File: src/rtl/dmba_pkg.sv
package dmba_pkg;
   typedef enum logic {
      TGT_RAM  = 1'b0,
      TGT_SLOW = 1'b1
   } tgt_e;

   localparam int NPORT = 2;
endpackage

File: src/rtl/dmba_decode.sv
module dmba_decode
   import dmba_pkg::*;
#(
   parameter int          AW          = 16,
   parameter int unsigned RAM_LIMIT   = 32'h8000,
   parameter bit          MASK_DECODE = 1'b1
) (
   input  logic [AW-1:0] addr,
   output tgt_e          tgt
);
   localparam logic [AW-1:0] LIM      = AW'(RAM_LIMIT);
   localparam logic [AW-1:0] LOW_MASK = LIM - 1'b1;

   if (RAM_LIMIT < 1 || longint'(RAM_LIMIT) >= (longint'(1) << AW)) begin : g_bad_limit
      $error("dmba_decode: RAM_LIMIT must lie in 1 .. 2**AW-1");
   end
   if (AW < 2 || AW > 31) begin : g_bad_aw
      $error("dmba_decode: AW out of range");
   end

   if (MASK_DECODE) begin : g_mask
      if ((RAM_LIMIT & (RAM_LIMIT - 1)) != 0) begin : g_not_pow2
         $error("dmba_decode: mask decode needs a power-of-two RAM_LIMIT");
      end
      always_comb begin
         tgt = ((addr & ~LOW_MASK) != '0) ? TGT_SLOW : TGT_RAM;
      end
   end else begin : g_compare
      always_comb begin
         tgt = (addr < LIM) ? TGT_RAM : TGT_SLOW;
      end
   end
endmodule

File: src/rtl/dmba_slot_ctrl.sv
module dmba_slot_ctrl
   import dmba_pkg::*;
#(
   parameter int COP_RAM_SLOTS = 2
) (
   input  logic clk,
   input  logic rst_n,
   input  logic cpu_req,
   input  tgt_e cpu_tgt,
   input  logic cop_req,
   input  tgt_e cop_tgt,
   output logic phase,
   output logic cpu_gnt,
   output logic cop_gnt,
   output logic cop_stall
);
   logic phase_q;
   logic ram_busy;
   logic slow_busy;

   if (COP_RAM_SLOTS != 1 && COP_RAM_SLOTS != 2) begin : g_bad_slots
      $error("dmba_slot_ctrl: COP_RAM_SLOTS must be 1 or 2");
   end

   always_ff @(posedge clk or negedge rst_n) begin
      if (!rst_n) phase_q <= 1'b0;
      else        phase_q <= ~phase_q;
   end

   assign phase   = phase_q;
   assign cpu_gnt = cpu_req & ~phase_q;

   if (COP_RAM_SLOTS == 2) begin : g_two_slots
      always_comb ram_busy = cpu_gnt && (cpu_tgt == TGT_RAM);
   end else begin : g_one_slot
      always_comb ram_busy = ~phase_q;
   end

   always_comb begin
      slow_busy = phase_q | (cpu_gnt && (cpu_tgt == TGT_SLOW));
      cop_stall = cop_req && ((cop_tgt == TGT_RAM) ? ram_busy : slow_busy);
      cop_gnt   = cop_req && !cop_stall;
   end

   // the CPU wins any same-resource contest
   a_r4_cpu_priority: assert property (@(posedge clk) disable iff (!rst_n)
      (cpu_req && !phase_q && cop_req && (cop_tgt == cpu_tgt)) |-> (cop_stall && !cop_gnt));

   // coprocessor never reaches the slow port in the second half-slot
   a_r6_slow_first_half: assert property (@(posedge clk) disable iff (!rst_n)
      (cop_req && phase_q && (cop_tgt == TGT_SLOW)) |-> cop_stall);
endmodule

File: src/rtl/dmba_port_mux.sv
module dmba_port_mux
   import dmba_pkg::*;
#(
   parameter int   AW     = 16,
   parameter int   DW     = 16,
   parameter tgt_e MY_TGT = TGT_RAM
) (
   input  logic          clk,
   input  logic          rst_n,
   input  logic          cpu_gnt,
   input  tgt_e          cpu_tgt,
   input  logic          cpu_we,
   input  logic [AW-1:0] cpu_addr,
   input  logic [DW-1:0] cpu_wdata,
   input  logic          cop_gnt,
   input  tgt_e          cop_tgt,
   input  logic          cop_we,
   input  logic [AW-1:0] cop_addr,
   input  logic [DW-1:0] cop_wdata,
   output logic          en,
   output logic          we,
   output logic [AW-1:0] addr,
   output logic [DW-1:0] wdata
);
   logic sel_cpu;
   logic sel_cop;

   always_comb begin
      sel_cpu = cpu_gnt && (cpu_tgt == MY_TGT);
      sel_cop = cop_gnt && (cop_tgt == MY_TGT);
      en      = sel_cpu | sel_cop;
      we      = sel_cpu ? cpu_we    : (sel_cop & cop_we);
      addr    = sel_cpu ? cpu_addr  : cop_addr;
      wdata   = sel_cpu ? cpu_wdata : cop_wdata;
   end

   // one owner per port per half-slot
   a_r4_single_owner: assert property (@(posedge clk) disable iff (!rst_n)
      !(sel_cpu && sel_cop));
endmodule

File: src/rtl/dmba_rsp_route.sv
module dmba_rsp_route
   import dmba_pkg::*;
#(
   parameter int DW = 16
) (
   input  logic          clk,
   input  logic          rst_n,
   input  logic          cpu_gnt,
   input  logic          cpu_we,
   input  tgt_e          cpu_tgt,
   input  logic          cop_gnt,
   input  logic          cop_we,
   input  tgt_e          cop_tgt,
   input  logic [DW-1:0] ram_rdata,
   input  logic [DW-1:0] slow_rdata,
   output logic          cpu_rvalid,
   output logic [DW-1:0] cpu_rdata,
   output logic          cop_rvalid,
   output logic [DW-1:0] cop_rdata
);
   logic cpu_pend_q;
   logic cop_pend_q;
   tgt_e cpu_src_q;
   tgt_e cop_src_q;

   always_ff @(posedge clk or negedge rst_n) begin
      if (!rst_n) begin
         cpu_pend_q <= 1'b0;
         cop_pend_q <= 1'b0;
         cpu_src_q  <= TGT_RAM;
         cop_src_q  <= TGT_RAM;
      end else begin
         cpu_pend_q <= cpu_gnt & ~cpu_we;
         cop_pend_q <= cop_gnt & ~cop_we;
         if (cpu_gnt) cpu_src_q <= cpu_tgt;
         if (cop_gnt) cop_src_q <= cop_tgt;
      end
   end

   assign cpu_rvalid = cpu_pend_q;
   assign cop_rvalid = cop_pend_q;
   assign cpu_rdata  = (cpu_src_q == TGT_SLOW) ? slow_rdata : ram_rdata;
   assign cop_rdata  = (cop_src_q == TGT_SLOW) ? slow_rdata : ram_rdata;

   // writes never echo a valid pulse
   a_r8_cpu_write_silent: assert property (@(posedge clk) disable iff (!rst_n)
      (cpu_gnt && cpu_we) |=> !cpu_rvalid);
   a_r8_cop_write_silent: assert property (@(posedge clk) disable iff (!rst_n)
      (cop_gnt && cop_we) |=> !cop_rvalid);
endmodule

File: src/rtl/dual_master_bus_arb.sv
module dual_master_bus_arb
   import dmba_pkg::*;
#(
   parameter int          AW            = 16,
   parameter int          DW            = 16,
   parameter int unsigned RAM_LIMIT     = 32'h8000,
   parameter bit          MASK_DECODE   = 1'b1,
   parameter int          COP_RAM_SLOTS = 2
) (
   input  logic          clk,
   input  logic          rst_n,
   output logic          phase,
   input  logic          cpu_req,
   input  logic          cpu_we,
   input  logic [AW-1:0] cpu_addr,
   input  logic [DW-1:0] cpu_wdata,
   output logic          cpu_gnt,
   output logic          cpu_rvalid,
   output logic [DW-1:0] cpu_rdata,
   input  logic          cop_req,
   input  logic          cop_we,
   input  logic [AW-1:0] cop_addr,
   input  logic [DW-1:0] cop_wdata,
   output logic          cop_gnt,
   output logic          cop_stall,
   output logic          cop_rvalid,
   output logic [DW-1:0] cop_rdata,
   output logic          ram_en,
   output logic          ram_we,
   output logic [AW-1:0] ram_addr,
   output logic [DW-1:0] ram_wdata,
   input  logic [DW-1:0] ram_rdata,
   output logic          slow_en,
   output logic          slow_we,
   output logic [AW-1:0] slow_addr,
   output logic [DW-1:0] slow_wdata,
   input  logic [DW-1:0] slow_rdata
);
   if (DW < 1) begin : g_bad_dw
      $error("dual_master_bus_arb: DW must be positive");
   end

   tgt_e cpu_tgt;
   tgt_e cop_tgt;

   dmba_decode #(.AW(AW), .RAM_LIMIT(RAM_LIMIT), .MASK_DECODE(MASK_DECODE)) u_dec_cpu (
      .addr (cpu_addr),
      .tgt  (cpu_tgt)
   );

   dmba_decode #(.AW(AW), .RAM_LIMIT(RAM_LIMIT), .MASK_DECODE(MASK_DECODE)) u_dec_cop (
      .addr (cop_addr),
      .tgt  (cop_tgt)
   );

   dmba_slot_ctrl #(.COP_RAM_SLOTS(COP_RAM_SLOTS)) u_slot (
      .clk       (clk),
      .rst_n     (rst_n),
      .cpu_req   (cpu_req),
      .cpu_tgt   (cpu_tgt),
      .cop_req   (cop_req),
      .cop_tgt   (cop_tgt),
      .phase     (phase),
      .cpu_gnt   (cpu_gnt),
      .cop_gnt   (cop_gnt),
      .cop_stall (cop_stall)
   );

   logic          port_en    [NPORT];
   logic          port_we    [NPORT];
   logic [AW-1:0] port_addr  [NPORT];
   logic [DW-1:0] port_wdata [NPORT];

   for (genvar p = 0; p < NPORT; p++) begin : g_port
      dmba_port_mux #(.AW(AW), .DW(DW), .MY_TGT(tgt_e'(p))) u_mux (
         .clk       (clk),
         .rst_n     (rst_n),
         .cpu_gnt   (cpu_gnt),
         .cpu_tgt   (cpu_tgt),
         .cpu_we    (cpu_we),
         .cpu_addr  (cpu_addr),
         .cpu_wdata (cpu_wdata),
         .cop_gnt   (cop_gnt),
         .cop_tgt   (cop_tgt),
         .cop_we    (cop_we),
         .cop_addr  (cop_addr),
         .cop_wdata (cop_wdata),
         .en        (port_en[p]),
         .we        (port_we[p]),
         .addr      (port_addr[p]),
         .wdata     (port_wdata[p])
      );
   end

   assign ram_en     = port_en[TGT_RAM];
   assign ram_we     = port_we[TGT_RAM];
   assign ram_addr   = port_addr[TGT_RAM];
   assign ram_wdata  = port_wdata[TGT_RAM];
   assign slow_en    = port_en[TGT_SLOW];
   assign slow_we    = port_we[TGT_SLOW];
   assign slow_addr  = port_addr[TGT_SLOW];
   assign slow_wdata = port_wdata[TGT_SLOW];

   dmba_rsp_route #(.DW(DW)) u_rsp (
      .clk        (clk),
      .rst_n      (rst_n),
      .cpu_gnt    (cpu_gnt),
      .cpu_we     (cpu_we),
      .cpu_tgt    (cpu_tgt),
      .cop_gnt    (cop_gnt),
      .cop_we     (cop_we),
      .cop_tgt    (cop_tgt),
      .ram_rdata  (ram_rdata),
      .slow_rdata (slow_rdata),
      .cpu_rvalid (cpu_rvalid),
      .cpu_rdata  (cpu_rdata),
      .cop_rvalid (cop_rvalid),
      .cop_rdata  (cop_rdata)
   );

   // half-slot phase alternates
   a_r1_phase_alternates: assert property (@(posedge clk) disable iff (!rst_n)
      !phase |=> phase);

   // a granted CPU access reaches its port unaltered in the same clock
   a_r2_cpu_forwarded: assert property (@(posedge clk) disable iff (!rst_n)
      cpu_gnt |-> ((cpu_tgt == TGT_RAM)
                   ? (ram_en && ram_addr == cpu_addr && ram_we == cpu_we)
                   : (slow_en && slow_addr == cpu_addr && slow_we == cpu_we)));

   // second half-slot RAM access by the coprocessor is never refused
   if (COP_RAM_SLOTS == 2) begin : g_r5_chk
      a_r5_second_half_free: assert property (@(posedge clk) disable iff (!rst_n)
         (phase && cop_req && cop_tgt == TGT_RAM) |-> (ram_en && !cop_stall));
   end

   // slow port strobed at most once per CPU cycle
   a_r6_slow_once: assert property (@(posedge clk) disable iff (!rst_n)
      slow_en |=> !slow_en);

   // a RAM stall in the first half-slot clears in the second
   a_r7_ram_retry: assert property (@(posedge clk) disable iff (!rst_n)
      (cop_stall && cop_tgt == TGT_RAM && !phase) |=> !(cop_stall && cop_tgt == TGT_RAM));
endmodule

File: config.mk
export PLATFORM = sky130hd
export DESIGN_NAME = dual_master_bus_arb
export DESIGN_NICKNAME = d
export VERILOG_FILES = /design/src/rtl/dmba_pkg.sv /design/src/rtl/dmba_decode.sv /design/src/rtl/dmba_slot_ctrl.sv /design/src/rtl/dmba_port_mux.sv /design/src/rtl/dmba_rsp_route.sv /design/src/rtl/dual_master_bus_arb.sv
export SDC_FILE = /design/constraint.sdc
export NUM_CORES = 1
export LEC_CHECK = 0
export BUFFER_PORTS_ARGS = -buffer_cell sky130_fd_sc_hd__buf_2
export CAP_MARGIN = 20
export CORE_AREA = 2 2 81 83
export CTS_CLUSTER_SIZE = 28
export DETAILED_ROUTE_END_ITERATION = 7
export DIE_AREA = 0 0 83 85
export HOLD_SLACK_MARGIN = 0.06
export PLACE_DENSITY = 0.68
export SLEW_MARGIN = 20
export SYNTH_ARGS = -nofsm -noshare
export SYNTH_HDL_FRONTEND = slang
export SYNTH_SLANG_ARGS = --single-unit
File: constraint.sdc
create_clock -name clk -period 3.7 [get_ports clk]
set_input_delay 0.185 -clock clk [delete_from_list [all_inputs] [get_ports clk]]
set_output_delay 0.185 -clock clk [all_outputs]
set_load 0.01 [all_outputs]
== Yosys cells after proc, flatten, opt, wreduce, memory -nomap -nowiden ==
Cells that the tools add are included.

* Reduce and logical (&&, ||, !) cells: 7
* Multiplexer cells: 11
* Bitwise gates (word level): 13

{| class="wikitable"
|+ Operators by type and width
! kind !! number
|-
| 16-bit 2-to-1 mux || 6
|-
| 1-bit logical AND || 6
|-
| 1-bit bitwise AND || 5
|-
| 1-bit 2-to-1 mux || 5
|-
| 1-bit NOT || 5
|-
| 1-bit bitwise OR || 3
|-
| 1-bit zero test || 1
|}

* Logic and storage cells: 36
* Output and inout bits: 106
* Register bits: 5
* Input port bits: 102

== Logic depth before layout (Yosys ltp) ==
Gate-level depths: netlist of run 1.

* Depth in word-level cells: 11
* Depth in mapped cells: 5

== Modules after synthesis ==
Synthesis of run 1 repeated with hierarchy kept, for this count alone.

* Cells, all modules: 136
* Area, all modules: 1836.8 um^2

{| class="wikitable"
|+ Modules (own cells, without submodules)
! module !! instances !! seq. area each (um^2) !! area each (um^2) !! cells each
|-
| dmba_rsp_route || 1 || 100.1 || 625.6 || 44
|-
| dmba_port_mux at g_port[0].u_mux || 1 || 0.0 || 578.1 || 41
|-
| dmba_port_mux at g_port[1].u_mux || 1 || 0.0 || 529.3 || 40
|-
| dmba_slot_ctrl || 1 || 25.0 || 88.8 || 9
|-
| dmba_decode || 2 || 0.0 || 7.5 || 1
|}

== Worst setup path before layout of run 1 ==
No wires, ideal clock.

* Path type: reg-to-output
* Start point: register u_slot.phase_q, in the netlist u_slot.phase
* End point: output port ram_addr[0]
* Path buffers: 2
* Data arrival time: 1.392 ns
* Slack: 2.123 ns
* Stages on the path, launching flop included: 5
* Path through: dfrtp_1 > nor3b_1 > buf_6 > buf_8 > mux2_1

* Word-level cells in the longest chain between the ends: 4

{| class="wikitable"
|+ RTL lines
! item !! line !! text
|-
| start, declared || dmba_slot_ctrl.sv:17 || <nowiki>logic phase_q;</nowiki>
|-
| start signal, assigned || dmba_slot_ctrl.sv:27 || <nowiki>else phase_q <= ~phase_q;</nowiki>
|-
| 1-bit NOT || dmba_slot_ctrl.sv:31 || <nowiki>assign cpu_gnt = cpu_req & ~phase_q;</nowiki>
|-
| 1-bit bitwise AND || dmba_slot_ctrl.sv:31 ||
|-
| 1-bit logical AND || dmba_port_mux.sv:29 || <nowiki>sel_cpu = cpu_gnt && (cpu_tgt == MY_TGT);</nowiki>
|-
| 16-bit 2-to-1 mux || dmba_port_mux.sv:33 || <nowiki>addr = sel_cpu ? cpu_addr : cop_addr;</nowiki>
|-
| end, declared || dual_master_bus_arb.sv:30 || <nowiki>output logic [AW-1:0] ram_addr,</nowiki>
|}

Every way passes these cells.

== Worst setup path after layout of run 1 ==
* Start point: register u_slot.phase_q, in the netlist u_slot.phase
* End point: output port ram_wdata[3]

* Word-level cells in the longest chain between the ends: 4

{| class="wikitable"
|+ RTL lines
! item !! line !! text
|-
| 1-bit NOT || dmba_slot_ctrl.sv:31 ||
|-
| 1-bit bitwise AND || dmba_slot_ctrl.sv:31 ||
|-
| 1-bit logical AND || dmba_port_mux.sv:29 ||
|-
| 16-bit 2-to-1 mux || dmba_port_mux.sv:34 || <nowiki>wdata = sel_cpu ? cpu_wdata : cop_wdata;</nowiki>
|-
| end, declared || dual_master_bus_arb.sv:31 || <nowiki>output logic [DW-1:0] ram_wdata,</nowiki>
|}

Every way passes these cells.

==> results of run 1 <==
[per-layer routing]
metal	global-route usage, %	up-vias	wire length [um]
li1	-	928	-
met1	17.4	842	2190
met2	29.3	102	3090
met3	3.31	4	473
met4	2.68	0	39
met5	0	-	0
[Yosys cell counts (2+ instances only)]
cell type,number,area share (%)
and3_1,2,0.79
buf_2,4,1.3
buf_6,5,3.6
buf_8,2,1.9
dfrtp_1,5,7.9
inv_1,2,0.48
mux2_1,2,1.4
mux2_2,65,47
mux2_4,28,27
nand2_1,3,0.72
nand2b_1,3,1.2
nor2_1,3,0.72
nor2b_1,2,0.79
[worst reg2reg max path: cells and delay by family (launching register included)]
family / cells / cell delay (ns)
flip-flops: 1 / 0.82
AO/OA/AOI/OAI: 3 / 0.51
[kinds of logic (layout without fill, tap and decap cells)]
kind of cell	count (synthesis)	count (layout)	share of synthesized area, %
compound gates	7	7	3.02
buf+inv	13	215	7.23
flops	5	5	7.95
mux	95	95	74.6
simple gates	18	18	7.15
[stage by stage]
| stage | util (%) | hold WS (ns) |
|---|---|---|
| after floorplan | - | -0.111 |
| after global placement | 42.3 | 0.00177 |
| after detailed placement | 42.3 | 0.00658 |
| after CTS | 43.2 | 0.141 |
| after global routing | 43.2 | 0.157 |
| final | 43.2 | 0.150 |
[worst max-delay path by stage]
stage | end | slack, ns
finish | ram_wdata[3] | 1.39
global route | ram_wdata[7] | 1.24
CTS | ram_wdata[3] | 1.35
detailed placement | ram_wdata[3] | 1.59
global placement | ram_addr[9] | 1.69
floorplan | ram_addr[0] | 2.12
[sequential cells by signal, indices dropped and copies added (netlist names)]
name / count
u_rsp.cop_rvalid: 1
u_rsp.cpu_src_q: 1
u_slot.phase: 1
u_rsp.cpu_rvalid: 1
u_rsp.cop_src_q: 1
[power groups by stage]
stage	logic [uW]	clock network, uW	registers, uW
floorplan	165	0	60.7
global placement	290	0	76.9
detailed placement	296	0	77.5
CTS	298	104	77.1
global route	320	109	79.0
finish	295	101	76.9
[cell type report]
cell class	instances	area, sq um
fill	615	3520
sequential	5	125
clock buffer	3	41.3
tap	77	96.3
inverter	2	7.51
clock inverter	1	5.00
timing repair buffer	209	1070
multi-input combinational	120	1340
==> out/results.ini, run 1 <==
[layout]
n_antenna_cell=0
final_common_cell=buf_2
area_growth_syn_to_layout_pct=70.3
instances_no_fill=417
final_nets=443
fin_area_sq_um=2680
drive_gt1_share_pct=90.6
layout_common_cells=buf_2, mux2_2, mux2_4, dfrtp_1

[placement]
routabilityCongestion=0.715
placed_area_sq_um=2630
dp_hpwl_um=4900
pre_cts_slack_ns=1.59
post-place-cells=412
port_buffers=207

[synthesis]
async_flop_share_pct=100
synth_ff_type=dfrtp_1
syn-cell-area_sq_um=1570
yosysWarningCount=0
synth.avg_cell_area_sq_um=11.4
ys_seq_area_share_pct=7.95
synth-seq-cells=5
synth_edf_count=0
syn_nets=240
syn_inst=138
synth.distinct_cells=25

[timing]
max_freq_ghz=0.433
fin_tns_setup_ns=0
worst_pin_slew_ns=0.754
maxSlewHeadroom_pct=49.7
setup_viol=0
slew_violations=0
grt_setup_unrepaired=no
fin_skew_ns=0.00456
finalHoldViolCount=0
setup_ws_ns=1.39
period_needed_ns=2.31
period_share_pct=62.5

[cts]
cts_tree=done
insertion_delay_ns=0.22
cts_setup_buffers=0
cts.reportedPaths.clkPinSlew_ns=0.04
cts_made_buffers=3
ctsHoldBuffers=1
ctsHtreeMaxLevel=1
cts.sinks=5
clockBufferDepth=2
root_buffer=clkbuf_8
ctsResizeCount=0

[setup_path]
cp_max_fo=28
critPathTopFamily=simple AND/OR/NAND/NOR gates
r2r_start=u_rsp.cop_src_q
crit_start=u_slot.phase
slowest_stage=nor3b_2
rr_endpoint=u_rsp.cop_src_q
worst_setup_path_end_kind=output port
crit_path_max_incr_delay_ns=0.65
crit_arrival_ns=2.13
ff2ff_setup_slack_ns=2.30
worstPathRequired_ns=3.51
crit_type=reg2out
cp.depth=4
critPathBufInv=2
crit_path_start_kind=flop
path_cells=nor3b_2, buf_12, mux2_2, buf_2
r2r_cells=3

[power]
leakage_uw=0.00154
p_total_uw=473
pwr-share-clk_pct=21.4
p_switching_uw=170
internal-power_uw=303
peakVddDrop_v=0.000206
seq_power_share_pct=16.3
comb_power_share_pct=62.4
powerDensity_nw_per_um2=176
swShare_pct=36.0

[detailed_routing]
vias=1876
drc=0
ant_nets=0
dr.first_iter.drc_count=38
wl_per_cell_um=13.9
dr.pass1.iters=4
drt-total-wl_um=5790
drt-vias-per-instance=4.50

[grt]
grt_overflow=0
antenna_found_initial=0
grt_start_max_net_pins=35
grt_pass1_vias=1924
grt_use_total_pct=15.2
grt_pass1_wl_um=9000

[min_path]
min_from=cpu_we
holdCritPathClass=in2reg
hold_end=u_rsp.cpu_rvalid
min_path_cells=2

[floorplan]
rows=29
start_util_pct=25.4
die_area_sq_um=7060
core-area_sq_um=6200
die_w_um=83
io_pins=208
die_h_um=85

[status]
status=complete, no violations

[job]
maxCapViolations=0

Power figures use the tool's default switching activity.
==> run 2, diff against run 1 <==
clock period = 2.15 ns   (was 3.7 ns; I/O delays follow)
==> out/results.ini, run 2 (synthesized netlist as in run 1, its figures left out) <==
[placement]
routabilityCongestion=0.741  ; +3.7%
post-place-cells=413  ; +0.24%
port_buffers=207  ; unchanged
dp_hpwl_um=4960  ; +1.3%

[detailed_routing]
drt-vias-per-instance=4.68  ; +4.0%
dr.first_iter.drc_count=46  ; +21%
vias=1955  ; +4.2%
dr.pass1.iters=4  ; unchanged
drc=0  ; unchanged
wl_per_cell_um=13.9  ; -0.17%
ant_nets=0  ; unchanged
drt-total-wl_um=5790  ; about the same

[timing]
max_freq_ghz=0.515
maxSlewHeadroom_pct=52.1  ; +2.4 points
period_share_pct=90.3
period_needed_ns=1.94
grt_setup_unrepaired=no
fin_skew_ns=0.00109  ; -0.00347 ns
worst_pin_slew_ns=0.718  ; -0.0359 ns
hold-worst-slack_ns=0.0798  ; -0.0702 ns
setup_viol=0  ; unchanged
fin_tns_setup_ns=0  ; unchanged
slew_violations=0  ; unchanged
finalHoldViolCount=0  ; unchanged

[grt]
antenna_found_initial=0  ; unchanged
grt_overflow=0  ; unchanged
grt_pass1_vias=1960  ; +1.9%
grt_use_total_pct=15.0  ; -0.26 points
grt_start_max_net_pins=35  ; unchanged
grt_pass1_wl_um=8930  ; -0.84%

[cts]
ctsHoldBuffers=1  ; unchanged
cts_made_buffers=3  ; unchanged
ctsHtreeMaxLevel=1  ; unchanged
cts.sinks=5  ; unchanged
insertion_delay_ns=0.22  ; about the same
cts_tree=done
cts_setup_buffers=0  ; unchanged
clockBufferDepth=2  ; unchanged
cts.reportedPaths.clkPinSlew_ns=0.04  ; about the same
root_buffer=clkbuf_8
ctsResizeCount=0  ; unchanged

[layout]
final_nets=444  ; +0.23%
drive_gt1_share_pct=90.3  ; -0.27 points
area_growth_syn_to_layout_pct=70.7
layout_common_cells=buf_2, mux2_2, mux2_4, dfrtp_1
n_antenna_cell=0  ; unchanged
instances_no_fill=418  ; +0.24%
final_common_cell=buf_2

[setup_path]
path_cells=nor2b_4, nand2_4, mux2_2, buf_2
cp_max_fo=34  ; +21%
crit_arrival_ns=1.83  ; -0.30 ns
critPathTopFamily=simple AND/OR/NAND/NOR gates
crit_path_max_incr_delay_ns=0.48  ; -0.17 ns
slowest_stage=dfrtp_1
crit_path_start_kind=flop
crit_type=reg2out
worstPathRequired_ns=2.04  ; -1.47 ns
worst_setup_path_end_kind=output port
critPathBufInv=1  ; -1

[power]
leakage_uw=0.00154  ; +0.18%
peakVddDrop_v=0.000200  ; -3.0%
powerDensity_nw_per_um2=303  ; +72%

[floorplan]
io_pins=208  ; unchanged
die_w_um=83  ; unchanged
rows=29  ; unchanged
start_util_pct=25.4  ; unchanged
die_h_um=85  ; unchanged
core-area_sq_um=6200  ; unchanged
die_area_sq_um=7060  ; unchanged

[job]
maxCapViolations=0  ; unchanged

[min_path]
holdCritPathClass=in2reg

[status]
status=complete, no violations

[run 2: cell types whose count changed in the layout (fill, tap and decap cells not counted), sizes merged]
cell	change
clkbuf	+1
clkinv	-1
buf	+1
[run 2: path summary, 6_finish.rpt]
path,slack [ns],from,cells past startpoint,end
worst max register to register,0.81,u_rsp.cop_src_q,3,u_rsp.cop_src_q
worst min register to register,0.61,u_slot.phase,1,u_slot.phase
worst max-delay path,0.21,u_slot.phase,4,slow_wdata[15]
worst min-delay path,0.08,cpu_we,2,u_rsp.cpu_rvalid
max in group asynchronous,1.77,rst_n,2,u_rsp.cop_rvalid
min in group asynchronous,0.25,rst_n,2,u_rsp.cop_src_q
[run 2: cell type report]
cell class,instances,area (sq um)
fill,622,3520
multi-input combinational,120,1340
timing repair buffer,210,1070
sequential,5,125
tap,77,96.3
inverter,2,7.51
clock buffer,4,45.0
[run 2: where the power goes]
part | internal, uW | switching, uW
combinational | 296 | 212
clock | 128 | 48.6
sequential | 101 | 31.1
[run 2: worst register-to-register path, delay by kind of cell, from the launching register on]
| family | cells | cell delay, ns |
|---|---|---|
| flops | 1 | 0.79 |
| compound gates | 3 | 0.49 |
[run 2: layer usage]
layer	vias up	routed length, um	track usage [%]
met1	904	2030	15.5
met4	0	33	3.73
li1	937	-	-
met2	110	3210	30.1
met5	-	0	0
met3	4	525	3.40
[run 2: stage by stage]
stage	power, uW	utilization [%]	worst slack (ns)	area (sq um)
finish	816	43.3	0.209	2690
CTS	824	43.3	0.183	2690
global placement	630	42.4	0.465	2630
global route	869	43.3	0.113	2690
floorplan	388	-	0.651	1570
detailed placement	642	42.4	0.424	2630
==> run 3, diff against run 2 <==
ABC_AREA = 1   (was not set)
CORE_AREA = 2 2 80 82   (was 2 2 81 83)
DIE_AREA = 0 0 82 84   (was 0 0 83 85)
PLACE_DENSITY = 0.69   (was 0.68)
REMOVE_ABC_BUFFERS = 1   (was not set)
==> out/results.ini, run 3 <==
[setup_path]
cp_max_fo=64  ; +88%
critPathTopFamily=buffers and inverters
worstPathRequired_ns=2.04  ; about the same
slowest_stage=dfrtp_1
path_cells=nor2_4, nand2_2, buf_4, o21ai_0, buf_2
r2r_start=u_slot.phase
crit_path_max_incr_delay_ns=0.42  ; -0.06 ns
cp.depth=5  ; +1
r2r_cells=5  ; +2
critPathBufInv=2  ; +1
crit_start=u_slot.phase
crit_type=reg2out
crit_path_start_kind=flop
ff2ff_setup_slack_ns=1.08  ; +0.27 ns
rr_endpoint=u_rsp.cop_src_q
worst_setup_path_end_kind=output port
crit_arrival_ns=1.75  ; -0.08 ns

[synthesis]
synth.distinct_cells=17  ; -32%
synth_top_cell_by_area=nand2_1
synth_top_family_by_area=compound AO/OA/AOI/OAI gates
synth.area.top_cells=nand2_1, o21ai_0, o21ai_2
yosysMostFrequentCell=nand2_1
synth-seq-cells=5  ; unchanged
synth-simple-area-share_pct=29.0  ; +22 points
synth.avg_cell_area_sq_um=5.21  ; -54%
synth_xor_area_share_pct=0  ; unchanged
yosysWarningCount=0  ; unchanged
muxShareOfSynthArea_pct=0  ; -75 points
yosysTopAreaCellShare_pct=25.6  ; -21 points
synth_edf_count=0  ; unchanged
synthAdderAreaFrac_pct=0  ; unchanged
ys_seq_area_share_pct=8.14  ; +0.19 points
syn_inst=295  ; +110%
synth_compound_area_share_pct=39.0  ; +36 points
syn-cell-area_sq_um=1540  ; -2.3%
ys_top_cells_by_count=nand2_1, inv_1, o21ai_0, o21ai_2, o21ai_1
async_flop_share_pct=100  ; unchanged
synth_ff_type=dfrtp_1

[grt]
grt_overflow=0  ; unchanged
grt_start_max_net_pins=65  ; +86%
antenna_found_initial=0  ; unchanged
grt_use_total_pct=15.0  ; +0.086 points
grt_pass1_wl_um=8560  ; -4.1%
grt_pass1_vias=2051  ; +4.6%

[layout]
final_util_pct=42.9  ; -0.42 points
drive_gt1_share_pct=49.7  ; -41 points
final_common_cell=buf_2
n_antenna_cell=0  ; unchanged
layout_common_cells=buf_2, nand2_1, inv_1, o21ai_0, o21ai_2
final_nets=594  ; +34%
n_fill_cell=637  ; +2.4%
seq_area_sq_um=125  ; unchanged
multi_input_area_sq_um=1050  ; -22%
area_growth_syn_to_layout_pct=70.1
fin_area_sq_um=2620  ; -2.7%

[floorplan]
core-area_sq_um=6100  ; -1.8%
start_util_pct=25.2  ; -0.14 points
io_pins=208  ; unchanged
rows=29  ; unchanged
die_area_sq_um=6890  ; -2.4%
die_w_um=82  ; -1.2%
die_h_um=84  ; -1.2%

[power]
powerDensity_nw_per_um2=295  ; -2.9%
internal-power_uw=449  ; -14%
pwr-share-clk_pct=22.0  ; +0.4 points
peakVddDrop_v=0.000217  ; +8.7%
comb_power_share_pct=62.9  ; +0.6 points
leakage_uw=0.00177  ; +15%
swShare_pct=41.7  ; +5.9 points
seq_power_share_pct=15.1  ; -1.0 points
p_switching_uw=321  ; +10%

[cts]
clockBufferDepth=2  ; unchanged
cts_made_buffers=3  ; unchanged
cts.reportedPaths.clkPinSlew_ns=0.03  ; about the same
cts.sinks=5  ; unchanged
ctsResizeCount=0  ; unchanged
insertion_delay_ns=0.22  ; about the same
cts_setup_buffers=0  ; unchanged
ctsHoldBuffers=1  ; unchanged
cts_tree=done
root_buffer=clkbuf_8
ctsHtreeMaxLevel=1  ; unchanged

[timing]
slew_violations=0  ; unchanged
maxSlewHeadroom_pct=59.1  ; +7.0 points
grt_setup_unrepaired=no
hold-worst-slack_ns=0.0890  ; +0.00917 ns
max_freq_ghz=0.538  ; +4.4%
finalHoldViolCount=0  ; unchanged
worst_pin_slew_ns=0.614  ; -0.105 ns
setup_ws_ns=0.291  ; +0.0818 ns
setup_viol=0  ; unchanged
fin_skew_ns=0.000403  ; -0.000686 ns
period_needed_ns=1.86  ; -0.0817 ns
period_share_pct=86.5  ; -3.8 points
fin_tns_setup_ns=0  ; unchanged

[detailed_routing]
drt-vias-per-instance=4.37  ; -6.5%
drc=0  ; unchanged
dr.pass1.iters=5  ; +1
vias=2484  ; +27%
dr.first_iter.drc_count=58  ; +26%
drt-total-wl_um=5810  ; +0.36%
ant_nets=0  ; unchanged
wl_per_cell_um=10.2  ; -26%

[placement]
pre_cts_slack_ns=0.504  ; +0.0800 ns
placed_area_sq_um=2560  ; -2.8%
port_buffers=207  ; unchanged
routabilityCongestion=0.784  ; +5.7%
dp_hpwl_um=5020  ; +1.2%

[min_path]
min_path_cells=2  ; unchanged
min_from=cop_we
hold_end=u_rsp.cop_rvalid
holdCritPathClass=in2reg

[job]
maxCapViolations=0  ; unchanged

[status]
status=complete, no violations

[run 3: cell count changes in the layout (fill, tap and decap cells not counted), sizes merged, moves of 2 or more]
cell and delta:
buf +2, o21ai +96, inv +55, and3 -2, nand3 +3, mux2 -95, nor2b -3, nand2b -3
nand2 +103
[run 3: how the worst max path moves through the flow]
stage                    endpoint  slack [ns]
floorplan                 slow_we        0.24
global route        slow_addr[11]        0.15
global placement    slow_addr[11]        0.54
finish              slow_wdata[9]        0.29
detailed placement  slow_addr[11]        0.50
CTS                 slow_addr[11]        0.26
[run 3: worst reg2reg max path, cell delays in order, from the launching register on]
cell,delay (ns)
dfrtp_1,0.42
nor2_4,0.19
nand3_1,0.11
nand3_1,0.16
nand2_1,0.07
nand2_1,0.07
[run 3: metrics by stage]
step	instances	total power (uW)
floorplan	275	339
global placement	563	600
detailed placement	563	604
CTS	568	780
global route	568	839
finish	568	771
[run 3: routing by layer]
layer / vias to the layer above / track usage, % / routed length (um)
met5: - / 0 / 0
met4: 0 / 3.94 / 65
met3: 6 / 1.84 / 595
met2: 128 / 30.0 / 2930
met1: 1039 / 15.8 / 2220
li1: 1311 / - / -
[run 3: area by class of cell]
| cell class | count | share of cell area (%) |
|---|---|---|
| Clock buffer | 4 | 1.72 |
| Multi-Input combinational cell | 213 | 40.0 |
| Tap cell | 77 | 3.68 |
| Inverter | 57 | 8.18 |
| Timing Repair Buffer | 212 | 41.6 |
| Sequential cell | 5 | 4.78 |
[run 3: power by group through the flow]
stage               logic, uW  clock network, uW  registers [uW]
floorplan                 216                  0             122
global placement          483                  0             117
detailed placement        486                  0             118
CTS                       490                174             117
global route              543                177             119
finish                    485                170             116
[run 3: kinds of logic (layout without fill, tap and decap cells)]
kind of cell / after synthesis / after routing
simple gates: 114 / 114
flops: 5 / 5
buf+inv: 77 / 273
compound gates: 99 / 99
